--- src/rtl/ir_rx_pkg.sv ---
package ir_rx_pkg;
  typedef enum logic [1:0] {ST_HUNT, ST_OPEN, ST_BODY} rx_state_e;

  typedef struct packed {
    logic data;
    logic stuff;
    logic flag;
    logic abort;
  } bit_ev_t;

  localparam logic [15:0] CRC_PRESET   = 16'hFFFF;
  localparam logic [15:0] CRC_POLY_REF = 16'h8408;
  localparam logic [15:0] CRC_RESIDUE  = 16'hF0B8;

  function automatic logic [15:0] crc_step(logic [15:0] c, logic b);
    return (c >> 1) ^ (((c[0] ^ b) == 1'b1) ? CRC_POLY_REF : 16'h0000);
  endfunction
endpackage

--- src/rtl/ir_rx_run_detect.sv ---
module ir_rx_run_detect
  import ir_rx_pkg::*;
#(
  parameter int unsigned STUFF_RUN = 5,
  localparam int unsigned FLAG_RUN = STUFF_RUN + 1,
  localparam int unsigned SAT_RUN  = STUFF_RUN + 2,
  localparam int unsigned RUN_W    = $clog2(SAT_RUN + 1)
) (
  input  logic    clk_i,
  input  logic    rst_ni,
  input  logic    acc_i,
  input  logic    bit_i,
  input  logic    busy_i,
  output bit_ev_t ev_o
);
  localparam logic [RUN_W-1:0] STUFF_C = RUN_W'(STUFF_RUN);
  localparam logic [RUN_W-1:0] FLAG_C  = RUN_W'(FLAG_RUN);
  localparam logic [RUN_W-1:0] SAT_C   = RUN_W'(SAT_RUN);

  logic [RUN_W-1:0] ones_q;

  always_comb begin
    ev_o.stuff = acc_i & ~bit_i & (ones_q == STUFF_C);
    ev_o.flag  = acc_i & ~bit_i & (ones_q == FLAG_C);
    ev_o.abort = acc_i &  bit_i & (ones_q == FLAG_C);
    ev_o.data  = acc_i & ~ev_o.stuff & ~ev_o.flag & ~ev_o.abort
                 & ~(bit_i & (ones_q == SAT_C));
  end

  always_ff @(posedge clk_i or negedge rst_ni) begin
    if (!rst_ni) begin
      ones_q <= '0;
    end else if (busy_i) begin
      ones_q <= '0;
    end else if (acc_i) begin
      if (!bit_i)               ones_q <= '0;
      else if (ones_q != SAT_C) ones_q <= ones_q + 1'b1;
    end
  end
endmodule

--- src/rtl/ir_rx_bit_delay.sv ---
module ir_rx_bit_delay #(
  parameter int unsigned DEPTH = 7,
  localparam int unsigned CNT_W = $clog2(DEPTH + 1)
) (
  input  logic clk_i,
  input  logic rst_ni,
  input  logic clr_i,
  input  logic push_i,
  input  logic bit_i,
  output logic pop_o,
  output logic pop_bit_o
);
  localparam logic [CNT_W-1:0] FULL_C = CNT_W'(DEPTH);

  logic [DEPTH-1:0] sr_q;
  logic [CNT_W-1:0] cnt_q;

  // bit leaves only once DEPTH younger bits prove it is not flag content
  assign pop_o     = push_i & (cnt_q == FULL_C);
  assign pop_bit_o = sr_q[DEPTH-1];

  always_ff @(posedge clk_i or negedge rst_ni) begin
    if (!rst_ni) begin
      sr_q  <= '0;
      cnt_q <= '0;
    end else if (clr_i) begin
      cnt_q <= '0;
    end else if (push_i) begin
      sr_q <= {sr_q[DEPTH-2:0], bit_i};
      if (cnt_q != FULL_C) cnt_q <= cnt_q + 1'b1;
    end
  end
endmodule

--- src/rtl/ir_rx_crc.sv ---
module ir_rx_crc
  import ir_rx_pkg::*;
(
  input  logic        clk_i,
  input  logic        rst_ni,
  input  logic        clr_i,
  input  logic        en_i,
  input  logic        bit_i,
  output logic [15:0] crc_o
);
  logic [15:0] crc_q;

  always_ff @(posedge clk_i or negedge rst_ni) begin
    if (!rst_ni)   crc_q <= CRC_PRESET;
    else if (clr_i) crc_q <= CRC_PRESET;
    else if (en_i)  crc_q <= crc_step(crc_q, bit_i);
  end

  assign crc_o = crc_q;
endmodule

--- src/rtl/ir_rx_byte_asm.sv ---
module ir_rx_byte_asm #(
  parameter int unsigned HOLD   = 3,
  parameter int unsigned NB_MAX = 19,
  localparam int unsigned NB_W  = $clog2(NB_MAX + 1),
  localparam int unsigned HC_W  = $clog2(HOLD + 1)
) (
  input  logic            clk_i,
  input  logic            rst_ni,
  input  logic            clr_i,
  input  logic            close_i,
  input  logic            bit_vld_i,
  input  logic            bit_i,
  output logic [7:0]      byte_o,
  output logic            byte_vld_o,
  output logic            byte_last_o,
  output logic            aligned_o,
  output logic [NB_W-1:0] nbytes_o
);
  localparam logic [HC_W-1:0] HOLD_C = HC_W'(HOLD);
  localparam logic [NB_W-1:0] NBMX_C = NB_W'(NB_MAX);

  logic [6:0]      sh_q;
  logic [2:0]      bcnt_q;
  logic [7:0]      hb_q [HOLD];
  logic [HC_W-1:0] hcnt_q;
  logic [NB_W-1:0] nb_q;
  logic [7:0]      byte_q;
  logic            vld_q, last_q;
  logic            done;
  logic [7:0]      new_byte;

  assign done     = bit_vld_i & (bcnt_q == 3'd7);
  assign new_byte = {bit_i, sh_q};

  always_ff @(posedge clk_i or negedge rst_ni) begin
    if (!rst_ni) begin
      sh_q   <= '0;
      bcnt_q <= '0;
      hcnt_q <= '0;
      nb_q   <= '0;
      byte_q <= '0;
      vld_q  <= 1'b0;
      last_q <= 1'b0;
      for (int i = 0; i < HOLD; i++) hb_q[i] <= '0;
    end else begin
      vld_q  <= 1'b0;
      last_q <= 1'b0;
      // frame end: oldest held byte is the final payload byte
      if (close_i && hcnt_q == HOLD_C) begin
        byte_q <= hb_q[0];
        vld_q  <= 1'b1;
        last_q <= 1'b1;
      end
      if (clr_i) begin
        bcnt_q <= '0;
        hcnt_q <= '0;
        nb_q   <= '0;
      end else if (bit_vld_i) begin
        sh_q   <= {bit_i, sh_q[6:1]};
        bcnt_q <= bcnt_q + 3'd1;
        if (done) begin
          if (nb_q != NBMX_C) nb_q <= nb_q + 1'b1;
          if (hcnt_q == HOLD_C) begin
            byte_q <= hb_q[0];
            vld_q  <= 1'b1;
            for (int i = 0; i < HOLD - 1; i++) hb_q[i] <= hb_q[i+1];
            hb_q[HOLD-1] <= new_byte;
          end else begin
            hb_q[hcnt_q] <= new_byte;
            hcnt_q       <= hcnt_q + 1'b1;
          end
        end
      end
    end
  end

  assign byte_o      = byte_q;
  assign byte_vld_o  = vld_q;
  assign byte_last_o = last_q;
  assign aligned_o   = (bcnt_q == 3'd0);
  assign nbytes_o    = nb_q;
endmodule

--- src/rtl/ir_hdlc_rx.sv ---
module ir_hdlc_rx
  import ir_rx_pkg::*;
#(
  parameter int unsigned MAX_PAYLOAD = 16,
  parameter int unsigned STUFF_RUN   = 5
) (
  input  logic       clk_i,
  input  logic       rst_ni,
  input  logic       bit_i,
  input  logic       bit_vld_i,
  input  logic       tx_busy_i,
  output logic [7:0] byte_o,
  output logic       byte_vld_o,
  output logic       byte_last_o,
  output logic       stat_vld_o,
  output logic       stat_abort_o,
  output logic       stat_crc_err_o,
  output logic       stat_len_err_o
);
  localparam int unsigned CRC_BYTES = 2;
  localparam int unsigned HOLD      = CRC_BYTES + 1;
  localparam int unsigned DLY       = STUFF_RUN + 2;
  localparam int unsigned NB_MAX    = MAX_PAYLOAD + CRC_BYTES + 1;
  localparam int unsigned NB_W      = $clog2(NB_MAX + 1);
  localparam logic [NB_W-1:0] MIN_C = NB_W'(CRC_BYTES);
  localparam logic [NB_W-1:0] TOP_C = NB_W'(MAX_PAYLOAD + CRC_BYTES);

  rx_state_e       state_q, state_d;
  bit_ev_t         ev;
  logic            acc, in_frame, push, pop, pop_bit, clr_all;
  logic            close, abort_end, aligned;
  logic [15:0]     crc;
  logic [NB_W-1:0] nbytes;
  logic            st_vld_q, st_ab_q, st_crc_q, st_len_q;

  assign acc       = bit_vld_i & ~tx_busy_i;
  assign in_frame  = (state_q != ST_HUNT);
  assign push      = ev.data & in_frame;
  assign clr_all   = tx_busy_i | ev.flag | ev.abort;
  assign close     = (state_q == ST_BODY) & ev.flag;
  assign abort_end = (state_q == ST_BODY) & ev.abort;

  ir_rx_run_detect #(.STUFF_RUN(STUFF_RUN)) u_run (
    .clk_i (clk_i), .rst_ni(rst_ni), .acc_i(acc), .bit_i(bit_i),
    .busy_i(tx_busy_i), .ev_o(ev)
  );

  ir_rx_bit_delay #(.DEPTH(DLY)) u_dly (
    .clk_i (clk_i), .rst_ni(rst_ni), .clr_i(clr_all), .push_i(push),
    .bit_i (bit_i), .pop_o(pop), .pop_bit_o(pop_bit)
  );

  ir_rx_crc u_crc (
    .clk_i(clk_i), .rst_ni(rst_ni), .clr_i(clr_all), .en_i(pop),
    .bit_i(pop_bit), .crc_o(crc)
  );

  ir_rx_byte_asm #(.HOLD(HOLD), .NB_MAX(NB_MAX)) u_asm (
    .clk_i      (clk_i),
    .rst_ni     (rst_ni),
    .clr_i      (clr_all),
    .close_i    (close),
    .bit_vld_i  (pop),
    .bit_i      (pop_bit),
    .byte_o     (byte_o),
    .byte_vld_o (byte_vld_o),
    .byte_last_o(byte_last_o),
    .aligned_o  (aligned),
    .nbytes_o   (nbytes)
  );

  always_comb begin
    state_d = state_q;
    if (tx_busy_i)     state_d = ST_HUNT;
    else if (ev.abort) state_d = ST_HUNT;
    else if (ev.flag)  state_d = ST_OPEN;
    else if (pop)      state_d = ST_BODY;
  end

  always_ff @(posedge clk_i or negedge rst_ni) begin
    if (!rst_ni) begin
      state_q  <= ST_HUNT;
      st_vld_q <= 1'b0;
      st_ab_q  <= 1'b0;
      st_crc_q <= 1'b0;
      st_len_q <= 1'b0;
    end else begin
      state_q  <= state_d;
      st_vld_q <= close | abort_end;
      st_ab_q  <= abort_end;
      st_crc_q <= close & (crc != CRC_RESIDUE);
      st_len_q <= close & (~aligned | (nbytes < MIN_C) | (nbytes > TOP_C));
    end
  end

  assign stat_vld_o     = st_vld_q;
  assign stat_abort_o   = st_ab_q;
  assign stat_crc_err_o = st_crc_q;
  assign stat_len_err_o = st_len_q;
endmodule

--- config.mk ---
export PLATFORM = sky130hd
export DESIGN_NAME = ir_hdlc_rx
export DESIGN_NICKNAME = d
export VERILOG_FILES = /design/src/rtl/ir_rx_pkg.sv /design/src/rtl/ir_rx_run_detect.sv /design/src/rtl/ir_rx_bit_delay.sv /design/src/rtl/ir_rx_crc.sv /design/src/rtl/ir_rx_byte_asm.sv /design/src/rtl/ir_hdlc_rx.sv
export SDC_FILE = /design/constraint.sdc
export NUM_CORES = 1
export LEC_CHECK = 0
export ABC_AREA = 0
export BUFFER_PORTS_ARGS = -buffer_cell sky130_fd_sc_hd__buf_2
export CAP_MARGIN = 5
export CORE_AREA = 5 5 95 132
export CTS_BUF_LIST = sky130_fd_sc_hd__clkbuf_4
export DETAILED_ROUTE_END_ITERATION = 8
export DIE_AREA = 0 0 100 137
export GPL_ROUTABILITY_DRIVEN = 0
export GPL_TIMING_DRIVEN = 0
export SLEW_MARGIN = 25
export SYNTH_ARGS = -nofsm -noshare
export SYNTH_HDL_FRONTEND = slang
export SYNTH_SLANG_ARGS = --single-unit
--- constraint.sdc ---
create_clock -name clk_i -period 2 [get_ports clk_i]
set_input_delay 0.3 -clock clk_i [delete_from_list [all_inputs] [get_ports clk_i]]
set_output_delay 0.3 -clock clk_i [all_outputs]
set_load 0.05 [all_outputs]
==> metrics.md <==
| Metric | Value |
|---|---|
| Final worst slack | 0.05460 ns |
| Final setup fails | 0 |
| Max Cap Violations | 0 |
| Fraction of synthesized cell area taken by the top area cell type | 40.01% |
| Post-synthesis net count | 439 |
| Worst clock skew | 0.02347 ns |
| Number of global-route vias before repair | 3281 |
| Core footprint | 0.01122 mm^2 |
| Area share of fa/ha/maj cells after synthesis | 4.001% |
| Critical path arrival | 2.30 ns |
| Cells along the critical path | ha_2 > ha_4 > a2bb2oi_2 > and4_1 > buf_6 > clkbuf_16 > a41oi_2 > o221a_2 |
| Seq cells post-synth | 86 |
| Violation count after the first detailed-route iteration | 142 |
| Gate Count Post-Synth | 420 |
| Worst skew pair latency | 0.46 ns |
| Maximum clock rate | 514.0 MHz |
| Async S/R FF share, synth | 100.0% |
| Antenna violations before repair | 1 |
| Per-cell via count in the routed design | 5.221 |
| Fraction of layout instances using a drive strength above 1 | 24.67% |
| Placement-stage worst setup slack | -0.1535 ns |
| Synthesis warning total | 0 |
| TritonCTS clock tree | yes |
| Clock transition at path regs | 0.13 ns |
| Synth-to-Final Area Change | 12.69% |
| Compound-gate portion of the synthesized area | 11.60% |
| Per-instance average area after synthesis | 10.42 um^2 |
| Worst-path fanout max | 5 |
| Crit. End Element | flop |
| Rel. slew slack | 66.80% |
| Drt pass-1 iters | 4 |
| CTS H-Tree Depth | 3 |
| Total routing resource utilization after global routing | 15.24% |
| Cell leakage power | 0.002575 uW |
| Post-synthesis sequential area ratio | 49.61% |
| Number of design rule violations left after detail routing | 0 |
| Cell Pwr Density | 569.8 mW/mm^2 |
| Simple-gate portion of the synthesized area | 13.69% |
| Most frequently used flop master after synthesis | sky130_fd_sc_hd__dfrtp_1 |
| Synthesized-area fraction occupied by xor and xnor cells | 0.6002% |
| Remaining Overflow, GRT | 0 |
| Final critical path time including I/O delays and setup | 1.945 ns |
| Least-Margin Pin Slew | 0.4974 ns |
| Run status | finished clean |
| Overall via count from detail_route | 3148 |
| Routed wire length | 9.745 mm |
| Worst Hold Class | input port to flop |
| Distinct cell type count after synthesis | 52 |
| Largest area contributor in the synthesized netlist | sky130_fd_sc_hd__dfrtp_1 |
| Mux cell area share after synthesis | 13.38% |
| Number of enable flip-flop cells after synthesis | 0 |
| Number of nets in the final layout | 472 |
| Area of the mapped netlist | 0.004378 mm^2 |
| Buffer depth of the longest clock path | 2 |
| Largest incremental delay on the critical path | 0.44 ns |
| Post-route clock period utilization | 97.27% |
| CTS Sinks | 86 |
| Required time reported for the critical path endpoint | 2.35 ns |
| Worst setup path category | flop to flop |
| Root buffer cell | sky130_fd_sc_hd__clkbuf_4 |
| I/O Buffers | 17 |
| Final-report hold violation count | 0 |
| Global-route wire length before repair | 16.43 mm |
| Chip width | 100 um |
| Pin count of the biggest net entering global routing | 64 |
| Die Footprint | 0.01370 mm^2 |
| Cell at the slowest stage of the critical path | sky130_fd_sc_hd__dfrtp_1 |
| Combinational family with the most area after synthesis | simple AND/OR/NAND/NOR gates |
| Floorplan die height | 137 um |
| Cell Area, Placed | 0.004677 mm^2 |
| Floorplan row count | 46 |
| Antenna Nets Post-Route | 0 |
| Effective utilization at floorplan | 39.01% |
| Setup repair after global routing missed its margin | yes |
| Final instance area | 0.004933 mm^2 |
| Detail-routed net length per standard cell | 16.16 um |
| Ports | 19 |
| Detailed placer's ending HPWL | 6.620 mm |
| Peak supply drop | 328.6 uV |
| Top cells by area, synth | sky130_fd_sc_hd__dfrtp_1, sky130_fd_sc_hd__dfstp_2, sky130_fd_sc_hd__mux2i_1, sky130_fd_sc_hd__mux2_2, sky130_fd_sc_hd__nand2_1 |
| Nature of the critical path startpoint | flop |
| Number of buffers created by CTS | 9 |
| Number of pins with negative max-slew slack in the final report | 0 |
| Overall power | 2811 uW |
cell type report:
type | instances | area [um^2]
Antenna cell | 1 | 2.502
Buffer | 24 | 162.7
Clock buffer | 9 | 67.56
Clock inverter | 7 | 65.06
Fill cell | 1078 | 6290
Inverter | 42 | 157.7
Multi-Input combinational cell | 266 | 1942
Sequential cell | 86 | 2172
Tap cell | 144 | 180.2
Timing Repair Buffer | 24 | 183.9
logic make-up (layout without fill, tap and decap cells):
group,after synthesis,in the layout
simple gates,130,130
flops,86,86
buf+inv,68,106
compound gates,63,63
mux,56,56
fa+ha+maj,14,14
xor+xnor,3,3
other cells,0,1
cells in the mapped netlist, types with 3 or more instances:
library cell	n
sky130_fd_sc_hd__a21oi_1	5
sky130_fd_sc_hd__a31oi_1	4
sky130_fd_sc_hd__a41oi_1	7
sky130_fd_sc_hd__buf_2	4
sky130_fd_sc_hd__buf_4	3
sky130_fd_sc_hd__buf_6	3
sky130_fd_sc_hd__clkbuf_1	13
sky130_fd_sc_hd__dfrtp_1	70
sky130_fd_sc_hd__dfstp_2	16
sky130_fd_sc_hd__ha_1	14
sky130_fd_sc_hd__inv_1	42
sky130_fd_sc_hd__mux2_2	20
sky130_fd_sc_hd__mux2i_1	36
sky130_fd_sc_hd__nand2_1	59
sky130_fd_sc_hd__nand3_1	6
sky130_fd_sc_hd__nand4_1	9
sky130_fd_sc_hd__nor2_1	32
sky130_fd_sc_hd__nor3_1	5
sky130_fd_sc_hd__o211ai_1	17
sky130_fd_sc_hd__o21ai_0	11
sky130_fd_sc_hd__o221a_2	6
worst max-delay path: cells and delay by family, from the launching register on:
| kind | cells | cell delay [ns] |
|---|---|---|
| AO/OA/AOI/OAI | 3 | 0.51 |
| adder cells (fa/ha/maj) | 2 | 0.39 |
| AND/OR/NAND/NOR | 1 | 0.21 |
| buffers and inverters | 2 | 0.31 |
| flip-flops | 1 | 0.44 |
layer usage:
metal	vias up	track usage, %	routed length (um)
li1	1514	-	-
met1	1572	17.26	3889
met2	48	27.77	5268
met3	14	2.601	337
met4	0	6.816	250
met5	-	0	0
state kept, by name, indices dropped and copies added, names as in the netlist, named ones only:
signal,cells
stat_abort_o,1
stat_crc_err_o,1
stat_len_err_o,1
stat_vld_o,1
state_q,2
u_asm.bcnt_q,3
u_asm.byte_last_o,1
u_asm.byte_vld_o,1
u_asm.hb_q,24
u_asm.hcnt_q,2
u_asm.nbytes_o,5
u_asm.sh_q,7
u_crc.crc_o,16
u_dly.cnt_q,3
u_dly.sr_q,7
u_run.ones_q,3
what timing repair did:
item / CTS / global route
gates cloned: 0 / 1
hold buffers: 1 / 0
setup buffers: 0 / 4
pin swaps: 1 / 4
gates resized for setup: 10 / 10
endpoints found under the hold margin: 23 / 0
endpoints found under the setup margin: 41 / 41
power breakdown:
part / switching, uW / internal, uW / leakage, uW
Clock: 611 / 373 / 0.0000747
Combinational: 60.6 / 20.4 / 0.00146
Sequential: 2.67 / 1740 / 0.00104
final timing paths:
check / start / endpoint / slack, ns / cells after the start
max reg2reg: u_run.ones_q[1] / u_asm.hb_q[9] / 0.05 / 8
max: u_run.ones_q[1] / u_asm.hb_q[9] / 0.05 / 8
min in group asynchronous: rst_ni / u_asm.bcnt_q[2] / 0.25 / 2
min reg2reg: u_crc.crc_o[10] / u_crc.crc_o[9] / 0.49 / 2
min: tx_busy_i / u_run.ones_q[2] / 0.12 / 2
max in group asynchronous: rst_ni / u_run.ones_q[1] / 1.16 / 3
layout by cell type, fill, tap and decap left out, types with 6 or more instances in the layout:
cell type,synthesis,final
sky130_fd_sc_hd__nand2_1,59,59
sky130_fd_sc_hd__o21ai_0,11,11
sky130_fd_sc_hd__clkbuf_1,13,6
sky130_fd_sc_hd__buf_2,4,20
sky130_fd_sc_hd__ha_1,14,10
sky130_fd_sc_hd__nor2_1,32,32
sky130_fd_sc_hd__mux2_2,20,20
sky130_fd_sc_hd__inv_1,42,42
sky130_fd_sc_hd__mux2i_1,36,36
sky130_fd_sc_hd__buf_4,3,6
sky130_fd_sc_hd__dfrtp_1,70,70
sky130_fd_sc_hd__nand3_1,6,6
sky130_fd_sc_hd__o211ai_1,17,17
sky130_fd_sc_hd__o221a_2,6,6
sky130_fd_sc_hd__nand4_1,9,9
sky130_fd_sc_hd__clkbuf_4,0,11
sky130_fd_sc_hd__dfstp_2,16,16
stage by stage:
stage | setup TNS [ns] | std cells | hold slack, ns | utilization (%)
2_1_floorplan | 0 | 420 | 0.004409 | -
3_3_place_gp | -13.86 | 581 | 0.4574 | 41.37
3_5_place_dp | -3.740 | 582 | 0.1780 | 41.67
4_1_cts | 0 | 597 | 0.09096 | 43.14
5_1_grt | -0.01996 | 603 | 0.1249 | 43.96
6_report | 0 | 603 | 0.1172 | 43.96
Power figures use the tool's default switching activity.
